--- src/rtl/sa_learn_ctrl.sv ---
module sa_learn_ctrl #(
  parameter int ADDR_W = 48,
  parameter int FT_W   = 3,
  localparam int NTYPES = 1 << FT_W
) (
  input  logic              clk,
  input  logic              rst_n,
  input  logic              sd_seen,
  input  logic [FT_W-1:0]   frame_type,
  input  logic              rii,
  input  logic              lkup_valid,
  input  logic              da_hit,
  input  logic              sa_hit,
  input  logic [ADDR_W-1:0] sa_addr,
  input  logic              ei_seen,
  input  logic              frame_err,
  input  logic              fifo_full,
  input  logic [NTYPES-1:0] cfg_learn_en,
  input  logic              cfg_accept_err,
  input  logic              cfg_transparent,
  output logic              cmp_start,
  output logic              cmp_abort,
  output logic              sa_match,
  output logic              learn_start,
  output logic              fifo_push,
  output logic [ADDR_W-1:0] fifo_data
);

  logic              cmp_pend, have_res, hit_q, learned, rii_q;
  logic [FT_W-1:0]   ft_q;
  logic [ADDR_W-1:0] addr_q;
  logic              da_hit_unused;

  assign da_hit_unused = da_hit;

  wire err_ok   = !frame_err || cfg_accept_err;
  wire route_ok = !rii_q || cfg_transparent;
  wire learn_go = ei_seen && !sd_seen && have_res && !hit_q && !learned &&
                  err_ok && route_ok && cfg_learn_en[ft_q];

  always_ff @(posedge clk) begin
    if (!rst_n) begin
      cmp_pend    <= 1'b0;
      have_res    <= 1'b0;
      hit_q       <= 1'b0;
      learned     <= 1'b0;
      rii_q       <= 1'b0;
      ft_q        <= '0;
      addr_q      <= '0;
      cmp_start   <= 1'b0;
      cmp_abort   <= 1'b0;
      sa_match    <= 1'b0;
      learn_start <= 1'b0;
      fifo_push   <= 1'b0;
      fifo_data   <= '0;
    end else begin
      cmp_start   <= sd_seen;
      cmp_abort   <= sd_seen && cmp_pend;
      learn_start <= learn_go;
      fifo_push   <= learn_go && !fifo_full;
      if (learn_go && !fifo_full) fifo_data <= addr_q;
      if (sd_seen) begin
        cmp_pend <= 1'b1;
        have_res <= 1'b0;
        hit_q    <= 1'b0;
        learned  <= 1'b0;
        sa_match <= 1'b0;
        ft_q     <= frame_type;
        rii_q    <= rii;
      end else begin
        if (lkup_valid && cmp_pend) begin
          cmp_pend <= 1'b0;
          have_res <= 1'b1;
          hit_q    <= sa_hit;
          sa_match <= sa_hit;
          addr_q   <= sa_addr;
        end
        if (learn_go) learned <= 1'b1;
      end
    end
  end

endmodule

--- config.mk ---
export PLATFORM = sky130hd
export DESIGN_NAME = sa_learn_ctrl
export DESIGN_NICKNAME = d
export VERILOG_FILES = /design/src/rtl/sa_learn_ctrl.sv
export SDC_FILE = /design/constraint.sdc
export NUM_CORES = 1
export LEC_CHECK = 0
export BUFFER_PORTS_ARGS = -buffer_cell sky130_fd_sc_hd__buf_2
export CAP_MARGIN = 20
export CELL_PAD_IN_SITES_DETAIL_PLACEMENT = 0
export CELL_PAD_IN_SITES_GLOBAL_PLACEMENT = 2
export CORE_MARGIN = 2
export CORE_UTILIZATION = 27
export CTS_BUF_LIST = sky130_fd_sc_hd__clkbuf_16
export DETAILED_ROUTE_END_ITERATION = 12
export PLACE_DENSITY = 0.78
export RECOVER_POWER = 100
export SLEW_MARGIN = 20
export SYNTH_ARGS = -nofsm -noshare
export SYNTH_HDL_FRONTEND = slang
export SYNTH_SLANG_ARGS = --single-unit
--- constraint.sdc ---
create_clock -name clk -period 2.2 [get_ports clk]
set_clock_uncertainty 0.2 [all_clocks]
set_input_delay 0.66 -clock clk [delete_from_list [all_inputs] [get_ports clk]]
set_output_delay 0.66 -clock clk [all_outputs]
set_load 0.02 [all_outputs]
==> results.sh <==
export IMPL_p_leak_uw=0.00182
export IMPL_cts_tree="yes"
export IMPL_final_cell_mix="nand2_1 (194), dfxtp_1 (108), buf_2 (68)"
export IMPL_clock_sinks=108
export IMPL_worstSetupEndpointType="register"
export IMPL_setup_violations=0
export IMPL_final_common_cell="nand2_1"
export IMPL_ir_drop_mv=0.540
export IMPL_fp_dieW_um=128
export IMPL_firstDrtPassIters=4
export IMPL_status="finished, final reports clean"
export IMPL_ys_warn_count=0
export IMPL_p_per_area_nw_per_um2=734
export IMPL_netlist_area_um2=4160
export IMPL_rsz0062_at_grt="false"
export IMPL_seq_area_frac_synth_pct=51.9
export IMPL_drt_iter0_markers=105
export IMPL_cap_violations=0
export IMPL_drv_slew=0
export IMPL_postCtsHoldBufs=0
export IMPL_synth_cells=466
export IMPL_start_kind="register"
export IMPL_path_clk_slew_ns=0.07
export IMPL_period_share_pct=93.3
export IMPL_post_place_cells=754
export IMPL_die_area_um2=16400
export IMPL_vias=3342
export IMPL_viasPerCell=4.34
export IMPL_period_needed_ns=2.05
export IMPL_placement_io_buffers=122
export IMPL_relSlewSlack_pct=21.3
export IMPL_clock_latency_ns=0.35
export IMPL_cts_htree_levels=3
export IMPL_pin_count=124
export IMPL_fillers=1609
export IMPL_syn_to_final_growth_pct=25.4
export IMPL_detailed_place_hpwl_um=6440
export IMPL_antenna_found_initial=0
export IMPL_grt_max_degree=51
export IMPL_grt_pass1_wl_um=15300
export IMPL_antenna_left=0
export IMPL_start_util_pct=27.5
export IMPL_cp_required_ns=2.23
export IMPL_drive_above_1_share_pct=17.0
export IMPL_holdCritPathClass="reg2reg"
export IMPL_final_instance_count_excl_fill=770
export IMPL_arrival_ns=2.08
export IMPL_crit_path_max_fanout=23
export IMPL_yosys_area_top_type_share_pct=51.9
export IMPL_synth_top_area_cell="dfxtp_1"
export IMPL_globalRoute_totalOverflow=0
export IMPL_avgSynthCellArea_um2=8.94
export IMPL_n_antenna_cell=0
export IMPL_coreArea_um2=15100
export IMPL_drc=0
export IMPL_finalNetCount=648
export IMPL_grt_usage_pct=11.9
export IMPL_cts_resized=0
export IMPL_cts_buffer_depth=2
export IMPL_wl_per_cell_um=12.6
export IMPL_yosysUniqueCellTypes=25
export IMPL_gp_congestion=0.691
export IMPL_synth_flop_cell="dfxtp_1"
export IMPL_drt_total_wl_um=9710
export IMPL_tns_ns=0
export IMPL_synth_edf_count=0
export IMPL_cts_root_buf="clkbuf_16"
export IMPL_syn_nets=537
export IMPL_placementRows=45
export IMPL_grt_pass1_vias=3163
export IMPL_ys_ff_latch=108
export IMPL_fmax_mhz=487
export IMPL_post_cts_buffers=0
export IMPL_synth_top_cells_by_area="dfxtp_1 (52%), nand2_1 (17%), mux2i_1 (13%), a21boi_0 (8.7%), clkbuf_1 (2.3%)"
export IMPL_die_height_um=128
export IMPL_path_class="reg2reg"
export IMPL_async_reset_ff_share_pct=0
export IMPL_numCtsBuffers=9
export IMPL_finalHoldViolations=0
export IMPL_tightest_slew_ns=1.18
## through the flow
step	area, um^2	setup slack, ns	power (uW)	hold WS [ns]	utilization, %
finish	5220	0.147	3830	0.255	34.5
CTS	5310	0.166	3910	0.251	35.1
detailed placement	5020	-0.148	2270	0.250	33.1
floorplan	4170	-0.138	2160	0.238	-
global route	5220	0.0733	4000	0.261	34.5
global placement	5020	-0.123	2270	0.238	33.1
## worst paths after layout
path,depth (start not counted),endpoint,start,slack [ns]
worst max-delay path,5,fifo_data[37],ft_q[0],0.15
worst max register to register,5,fifo_data[37],ft_q[0],0.15
worst min-delay path,2,fifo_data[5],addr_q[5],0.25
worst min register to register,2,fifo_data[5],addr_q[5],0.25
## sequential cells by signal (all words and copies together) (netlist names)
signal	cells
addr_q	48
fifo_data	48
ft_q	3
cmp_abort	1
cmp_pend	1
cmp_start	1
fifo_push	1
have_res	1
hit_q	1
learn_start	1
learned	1
rii_q	1
## Yosys cell counts (2+ instances only)
library cell,count
nand2_1,194
dfxtp_1,108
mux2i_1,52
a21boi_0,48
clkbuf_1,25
nor2b_1,8
nor2_1,5
a21oi_1,3
buf_1,3
and3_1,2
buf_2,2
buf_6,2
buf_8,2
## power by group
part / internal, uW / total [uW] / switching [uW]
logic: 109 / 222 / 113
registers: 1980 / 2000 / 15.5
clock network: 880 / 1610 / 733
total: 2970 / 3830 / 861
## critical path: stages (launching register included)
cell and delay, ns:
dfxtp_1 0.39, mux4_2 0.52, mux2_4 0.29, and4_4 0.17
buf_6 0.21, mux2i_1 0.15
## per-layer routing
| layer | track usage, % | share of wire, % |
|---|---|---|
| met1 | 14.3 | 46 |
| met2 | 19.9 | 48 |
| met4 | 4.46 | 1.6 |
| met5 | 0 | 0 |
| met3 | 4.05 | 5.0 |
## final cells by class
cell class                      instances  area (um^2)  share of cell area [%]
Clock inverter                          7         67.6                    1.29
Tap cell                              188          235                    4.50
Clock buffer                            9          225                    4.31
Sequential cell                       108         2160                    41.4
Timing Repair Buffer                  134          691                    13.2
Multi-Input combinational cell        324         1840                    35.3
## cells by family (layout without fill, tap and decap cells)
logic type | count (synthesis) | in the layout | share of synthesized area [%]
AND/OR/NAND/NOR | 217 | 217 | 20.9
flip-flops | 108 | 108 | 51.9
multiplexers | 55 | 55 | 13.9
AO/OA/AOI/OAI | 52 | 52 | 9.19
buffers and inverters | 34 | 150 | 4.03
(Power assumes the default switching activity.)
